## src/rtl/sfb_pkg.sv

```systemverilog
package sfb_pkg;

    localparam int SEL_W = 2;

    localparam logic [SEL_W-1:0] SEL_LOW  = 2'd0;
    localparam logic [SEL_W-1:0] SEL_HIGH = 2'd1;

endpackage

```

## src/rtl/sfb_byte_swap.sv

```systemverilog
module sfb_byte_swap #(
    parameter int HALF_W = 16
) (
    input  logic              en,
    input  logic [HALF_W-1:0] din,
    output logic [HALF_W-1:0] dout
);

    localparam int NBYTES = HALF_W / 8;

    logic [HALF_W-1:0] reversed;

    for (genvar b = 0; b < NBYTES; b++) begin : g_byte
        assign reversed[b*8 +: 8] = din[(NBYTES-1-b)*8 +: 8];
    end

    assign dout = en ? reversed : din;

endmodule

```

## src/rtl/sfb_tx_stage.sv

```systemverilog
module sfb_tx_stage #(
    parameter int HALF_W = 16
) (
    input  logic                clk,
    input  logic                rst_n,
    input  logic                hi_wr,
    input  logic                lo_wr,
    input  logic                tx_full,
    input  logic [HALF_W-1:0]   wdata_bus,
    output logic                tx_push,
    output logic [2*HALF_W-1:0] tx_word
);

    typedef struct packed {
        logic [HALF_W-1:0] hi_stage;
    } tx_state_t;

    tx_state_t st_d, st_q;

    always_comb begin
        st_d    = st_q;
        tx_push = 1'b0;
        if (hi_wr) begin
            st_d.hi_stage = wdata_bus;
        end
        if (lo_wr && !tx_full) begin
            tx_push = 1'b1;
        end
        tx_word = {st_q.hi_stage, wdata_bus};
    end

    always_ff @(posedge clk or negedge rst_n) begin
        if (!rst_n) begin
            st_q <= '0;
        end else begin
            st_q <= st_d;
        end
    end

endmodule

```

## src/rtl/sfb_rx_capture.sv

```systemverilog
module sfb_rx_capture #(
    parameter int HALF_W = 16
) (
    input  logic                clk,
    input  logic                rst_n,
    input  logic                lo_rd,
    input  logic                hi_rd,
    input  logic                any_rd,
    input  logic                swap_en,
    input  logic                rx_empty,
    input  logic [2*HALF_W-1:0] rx_word,
    output logic                rx_pop,
    output logic [HALF_W-1:0]   rdata
);

    typedef struct packed {
        logic [HALF_W-1:0] hi_latch;
        logic [HALF_W-1:0] rdata;
    } rx_state_t;

    rx_state_t         st_d, st_q;
    logic [HALF_W-1:0] src_raw;
    logic [HALF_W-1:0] src_bus;
    logic              pop_ok;

    assign pop_ok = lo_rd && !rx_empty;

    always_comb begin
        src_raw = '0;
        if (lo_rd) begin
            src_raw = pop_ok ? rx_word[HALF_W-1:0] : '0;
        end else if (hi_rd) begin
            src_raw = st_q.hi_latch;
        end
    end

    sfb_byte_swap #(
        .HALF_W(HALF_W)
    ) u_rd_swap (
        .en  (swap_en),
        .din (src_raw),
        .dout(src_bus)
    );

    always_comb begin
        st_d   = st_q;
        rx_pop = pop_ok;
        if (pop_ok) begin
            st_d.hi_latch = rx_word[2*HALF_W-1:HALF_W];
        end
        if (any_rd) begin
            st_d.rdata = src_bus;
        end
    end

    always_ff @(posedge clk or negedge rst_n) begin
        if (!rst_n) begin
            st_q <= '0;
        end else begin
            st_q <= st_d;
        end
    end

    assign rdata = st_q.rdata;

endmodule

```

## src/rtl/fifo_split_bridge.sv

```systemverilog
module fifo_split_bridge #(
    parameter int HALF_W = 16,
    parameter int SEL_W  = 2
) (
    input  logic                clk,
    input  logic                rst_n,
    input  logic                bus_wr,
    input  logic                bus_rd,
    input  logic [SEL_W-1:0]    bus_sel,
    input  logic [HALF_W-1:0]   bus_wdata,
    input  logic                swap_en,
    input  logic                tx_full,
    input  logic                rx_empty,
    input  logic [2*HALF_W-1:0] rx_word,
    output logic                tx_push,
    output logic [2*HALF_W-1:0] tx_word,
    output logic                rx_pop,
    output logic [HALF_W-1:0]   bus_rdata
);

    import sfb_pkg::*;

    localparam int WORD_W = 2 * HALF_W;

    logic              sel_lo, sel_hi;
    logic              lo_wr, hi_wr, lo_rd, hi_rd;
    logic [HALF_W-1:0] wdata_bus;
    logic [WORD_W-1:0] tx_word_int;

    assign sel_lo = (bus_sel == SEL_W'(SEL_LOW));
    assign sel_hi = (bus_sel == SEL_W'(SEL_HIGH));
    assign lo_wr  = bus_wr && sel_lo;
    assign hi_wr  = bus_wr && sel_hi;
    assign lo_rd  = bus_rd && sel_lo;
    assign hi_rd  = bus_rd && sel_hi;

    sfb_byte_swap #(
        .HALF_W(HALF_W)
    ) u_wr_swap (
        .en  (swap_en),
        .din (bus_wdata),
        .dout(wdata_bus)
    );

    sfb_tx_stage #(
        .HALF_W(HALF_W)
    ) u_tx (
        .clk      (clk),
        .rst_n    (rst_n),
        .hi_wr    (hi_wr),
        .lo_wr    (lo_wr),
        .tx_full  (tx_full),
        .wdata_bus(wdata_bus),
        .tx_push  (tx_push),
        .tx_word  (tx_word_int)
    );

    assign tx_word = tx_word_int;

    sfb_rx_capture #(
        .HALF_W(HALF_W)
    ) u_rx (
        .clk     (clk),
        .rst_n   (rst_n),
        .lo_rd   (lo_rd),
        .hi_rd   (hi_rd),
        .any_rd  (bus_rd),
        .swap_en (swap_en),
        .rx_empty(rx_empty),
        .rx_word (rx_word),
        .rx_pop  (rx_pop),
        .rdata   (bus_rdata)
    );

endmodule

```

## config.mk

```make
export PLATFORM = sky130hd
export DESIGN_NAME = fifo_split_bridge
export DESIGN_NICKNAME = d
export VERILOG_FILES = /design/src/rtl/sfb_pkg.sv /design/src/rtl/sfb_byte_swap.sv /design/src/rtl/sfb_tx_stage.sv /design/src/rtl/sfb_rx_capture.sv /design/src/rtl/fifo_split_bridge.sv
export SDC_FILE = /design/constraint.sdc
export NUM_CORES = 1
export LEC_CHECK = 0
export BUFFER_PORTS_ARGS = -buffer_cell sky130_fd_sc_hd__buf_4
export CELL_PAD_IN_SITES_DETAIL_PLACEMENT = 2
export CELL_PAD_IN_SITES_GLOBAL_PLACEMENT = 2
export CORE_MARGIN = 2
export CORE_UTILIZATION = 30
export CTS_BUF_LIST = sky130_fd_sc_hd__clkbuf_8
export DETAILED_ROUTE_END_ITERATION = 8
export GPL_ROUTABILITY_DRIVEN = 1
export PLACE_DENSITY_LB_ADDON = 0.1
export SLEW_MARGIN = 30
export SYNTH_ARGS = -nofsm -noshare
export SYNTH_HDL_FRONTEND = slang
export SYNTH_SLANG_ARGS = --single-unit
```

## constraint.sdc

```tcl
create_clock -name clk -period 0.96 [get_ports clk]
set_input_delay 0 -clock clk [delete_from_list [all_inputs] [get_ports clk]]
set_output_delay 0 -clock clk [all_outputs]
set_load 0.01 [all_outputs]
```

=== Word level (Yosys, flattened, before mapping) ===
Cells that the tools add are included.
Widths: inputs -> output; s select.

* Bits in registers: 48
* Input bits: 57
* Output and inout port bits: 50
* Word-level logic and storage cells: 19

* Equal/unequal tests: 1
* Muxes and demuxes: 6
* Reduce and logical (&&, ||, !) cells: 9

{| class="wikitable"
|+ Operators by type and width
! operator !! count
|-
| $mux 16 || 5
|-
| $logic_and 1x1->1 || 6
|-
| $eq 2x1->1 const B || 1
|-
| $logic_not 1->1 || 2
|-
| $logic_not 2->1 || 1
|-
| $mux 1 || 1
|}

=== Depth between registers and ports, before layout ===
* Depth after elaboration: 6
* Depth in mapped cells: 5
* Depth with buffers taken out: 3

=== Cells and area by module ===
A second synthesis with hierarchy kept.

* Cell total of the unflattened synthesis: 216
* Area total of the unflattened synthesis: 2,920.3 um^2

{| class="wikitable"
|+ Modules (own cells, without submodules)
! module !! instances !! cells an instance !! area an instance (um^2)
|-
| sfb_rx_capture || 1 || 125 || 1,614.0
|-
| sfb_tx_stage || 1 || 51 || 775.7
|-
| sfb_byte_swap || 2 || 18 || 249.0
|-
| fifo_split_bridge || 1 || 4 || 32.5
|}

=== Worst setup path before layout ===
Ideal clock, no wire load.

* Kind: input to register
* Start: in bus_rd
* End: reg u_rx.st_q[23] (netlist name)
* Library setup time: 125 ps
* Arrival: 1,067 ps
* Data required time: 835 ps
* Setup slack: -232 ps
* Stages on the path: 4
* Path buffers: 2
* Path through: buf_4 nor4b_4 buf_6 mux2_2

* Word-level cells in the longest chain between the ends: 2

{| class="wikitable"
|+ RTL lines
! what !! line !! source
|-
| start: declaration || fifo_split_bridge.sv:8 || <nowiki>input logic bus_rd,</nowiki>
|-
| $logic_and 1x1->1 || fifo_split_bridge.sv:34 || <nowiki>assign lo_rd = bus_rd && sel_lo;</nowiki>
|-
| $logic_and 1x1->1 || sfb_rx_capture.sv:26 || <nowiki>assign pop_ok = lo_rd && !rx_empty;</nowiki>
|-
| via rx_pop || fifo_split_bridge.sv:17 || <nowiki>output logic rx_pop,</nowiki>
|-
| end signal: assignment || sfb_rx_capture.sv:60 || <nowiki>st_q <= st_d;</nowiki>
|-
| end: declaration || sfb_rx_capture.sv:21 || <nowiki>rx_state_t st_d, st_q;</nowiki>
|}

The timed path passes the listed nets, and every way through them passes these cells.
A chain may end at the register's enable or synchronous reset.

==> flow_metrics.py <==
metrics = {
    "setup_path": {
        "crit_path_end_kind": "flop",
        "path_class": "flop to flop",
        "arrival_ns": 1.12,
        "critPathSlowestCell": "dfrtp_1",
        "path_delay_family": "flip-flops",
        "max_stage_delay_ns": 0.42,
        "path_max_fanout": 3,
        "cp-start-kind": "flop",
        "cp_cell_sequence": "buf_4 -> mux2_4",
        "path_buf_inv": 1,
        "cp.required_ns": 1.15,
    },
    "yosys": {
        "synth_enable_flop_cells": 0,
        "yosysMostFrequentCell": "dfrtp_1",
        "ys_ff_latch": 48,
        "synth_top_area_frac": 0.4589,
        "synth_top_flop_cell": "dfrtp_1",
        "synth_area_leaders": "dfrtp_1 (46%), mux2_2 (20%), a32o_1 (6.1%)",
        "seq_area_frac_synth": 0.4589,
        "yosysWarnings": 0,
        "synth_common_cells": "dfrtp_1 (48), mux2_2 (47), buf_4 (18)",
        "ys_types": 21,
        "syn_nets": 286,
        "synth_area_sq_mm": 0.002618,
        "yosysTopAreaCell": "dfrtp_1",
        "postSynth.asyncResetShare": 1.000,
        "syn_area_per_cell_sq_um": 11.43,
        "synthCells": 229,
    },
    "power": {
        "p_int_mw": 4.290,
        "ir_worst_vdd_mv": 0.6449,
        "total_power_mw": 5.984,
        "power.density_mw_per_mm2": 1530,
        "power_frac_comb": 0.316,
        "clockPowerShare": 0.244,
        "switching_share": 0.2831,
        "switching_power_mw": 1.694,
        "pwr-share-seq": 0.441,
        "leakage_nw": 1.820,
    },
    "die": {
        "start_util": 0.3046,
        "fp.dieArea_sq_mm": 0.009488,
        "core-area_sq_mm": 0.008593,
        "die_x_microns": 97.41,
        "rows": 34,
        "dieHeight_microns": 97.41,
        "io_pins": 107,
    },
    "clock_tree": {
        "clk_pin_slew_worst_paths_ns": 0.09,
        "cts_tree": "yes",
        "htree_levels": 2,
        "numClockSinks": 48,
        "clock_latency_ns": 0.30,
        "clockRootBuffer": "clkbuf_8",
        "numCtsBuffers": 5,
        "clk_path_buf_depth": 2,
    },
    "placement": {
        "place_congestion": 0.6899,
        "dpl.hpwl_microns": 5931,
        "port_buffers": 106,
    },
    "sta": {
        "fin_crit_sh": 0.9710,
        "relSlewSlack": 0.7555,
        "setup_viol": 0,
        "rsz0062_at_grt": "yes",
        "finClkSkew_ns": 0.002381,
        "hold_viol_final": 0,
        "fin_crit_ns": 0.9322,
        "max_freq_mhz": 1073,
        "tightest_slew_ns": 0.3667,
        "final_max_slew_viol_count": 0,
    },
    "route": {
        "routed_via_density": 4.881,
        "antenna_left": 0,
        "drc_errors": 0,
        "totalWireLength_microns": 7874,
        "routed-via-count": 2221,
        "dr.pass1.iters": 4,
        "drtIter0Drc": 57,
        "wl_per_cell_microns": 17.31,
    },
    "final_layout": {
        "antenna_cells": 0,
        "finish.utilization": 0.4552,
        "layout.nets": 403,
        "syn_to_final_growth_pct": 49.43,
        "fillers": 884,
        "drive_above_1_share": 0.5648,
    },
    "flow_run": {
        "maxCapViolations": 0,
    },
    "grt": {
        "antenna_found_initial": 0,
        "grt_overflow": 0,
        "grt_usage": 0.1671,
        "grt_pass1_wl_microns": 12610,
        "grt_pass1_vias": 2371,
        "grt_max_degree": 33,
    },
    "min_path": {
        "hold_class": "input pin to flop",
    },
    "run_status": {
        "status": "complete, no violations",
    },
}
[cells in the final DEF, fill, tap and decap left out]
cell type and instances:
buf_4 120, a21oi_1 14, nand2b_1 1, mux2_2 39, a32o_1 13, dlygate4sd3_1 17
mux2_4 9, a21oi_2 2, o22ai_2 5, clkinv_2 1, clkbuf_8 5, or3b_2 3
nand2_1 16, or3b_1 13, o22ai_1 11, a32o_2 3, nor4b_4 1, nor4b_1 1
buf_12 6, nand3b_4 1, bufinv_16 1, inv_1 17, dfrtp_1 48
[cell families after synthesis]
| logic type | count (synthesis) | share of synthesized area |
|---|---|---|
| buffers and inverters | 49 | 0.1032 |
| AOI/OAI and AO/OA | 48 | 0.1324 |
| muxes | 48 | 0.2065 |
| and+or+nand+nor | 36 | 0.09895 |
| DFF | 48 | 0.4589 |
[layer usage]
layer / vias up / wire length, microns / track usage
met5: - / 0 / 0
met4: 0 / 65 / 0.03846
met3: 5 / 478 / 0.04532
met2: 67 / 3973 / 0.2865
met1: 1106 / 3356 / 0.2105
li1: 1043 / - / -
[per-stage QoR]
| stage | TNS [ns] | setup slack, ns | hold WS, ns | instance area [sq um] | std cells |
|---|---|---|---|---|---|
| after global placement | -7.803 | -0.2382 | -0.06057 | 3560 | 425 |
| after detailed placement | -9.031 | -0.2775 | -0.05438 | 3560 | 425 |
| after CTS | 0 | 0.01397 | 0.07568 | 3839 | 450 |
| after global routing | -0.1387 | -0.03964 | 0.07650 | 3911 | 455 |
| after floorplan | -1.957 | -0.1929 | -0.2956 | 2659 | 229 |
| final | 0 | 0.02780 | 0.08604 | 3911 | 455 |
[registers in the layout, summed over array words and instances (netlist names)]
name        cells
u_rx.rdata     16
u_rx.st_q      16
u_tx.st_q      16
[worst paths after layout]
| path | start | end | slack [ns] | depth (start not counted) |
|---|---|---|---|---|
| min | bus_wdata[2] | u_tx.st_q[2] | 0.09 | 3 |
| min in group asynchronous | rst_n | u_tx.st_q[15] | 0.16 | 2 |
| max in group asynchronous | rst_n | u_rx.st_q[19] | 0.35 | 3 |
| min reg2reg | u_tx.st_q[8] | u_tx.st_q[8] | 0.51 | 1 |
| max reg2reg | u_rx.st_q[23] | u_rx.st_q[23] | 0.03 | 2 |
| max | u_rx.st_q[23] | u_rx.st_q[23] | 0.03 | 2 |
[cell type report]
class,count,area [sq um],share of cell area
sequential,48,1201,0.3071
multi-input combinational,132,1216,0.3109
inverter,16,60.06,0.01536
timing repair buffer,143,1191,0.3045
clock inverter,3,38.79,0.009917
tap,108,135.1,0.03455
clock buffer,5,68.82,0.01759
[repair_timing]
item                                    in CTS  in global routing
endpoints found under the setup margin       1                 10
pin swaps                                    1                  4
gates resized for setup                      1                  8
buffers inserted                             0                  5
gates cloned                                 0                  0
endpoints found under the hold margin       64                  0
hold buffers                                17                  0
[worst reg2reg max path: stages (launching register included)]
cell     delay (ns)
dfrtp_1        0.42
buf_4          0.15
mux2_4         0.25
[power groups by stage]
stage	clock (mW)	sequential, mW	combinational [mW]
6_report	1.46	2.64	1.89
5_1_grt	1.60	2.69	2.06
4_1_cts	1.52	2.64	1.83
3_5_place_dp	0	2.67	1.76
3_3_place_gp	0	2.65	1.72
2_1_floorplan	0	2.67	0.916
Power figures use the tool's default switching activity.
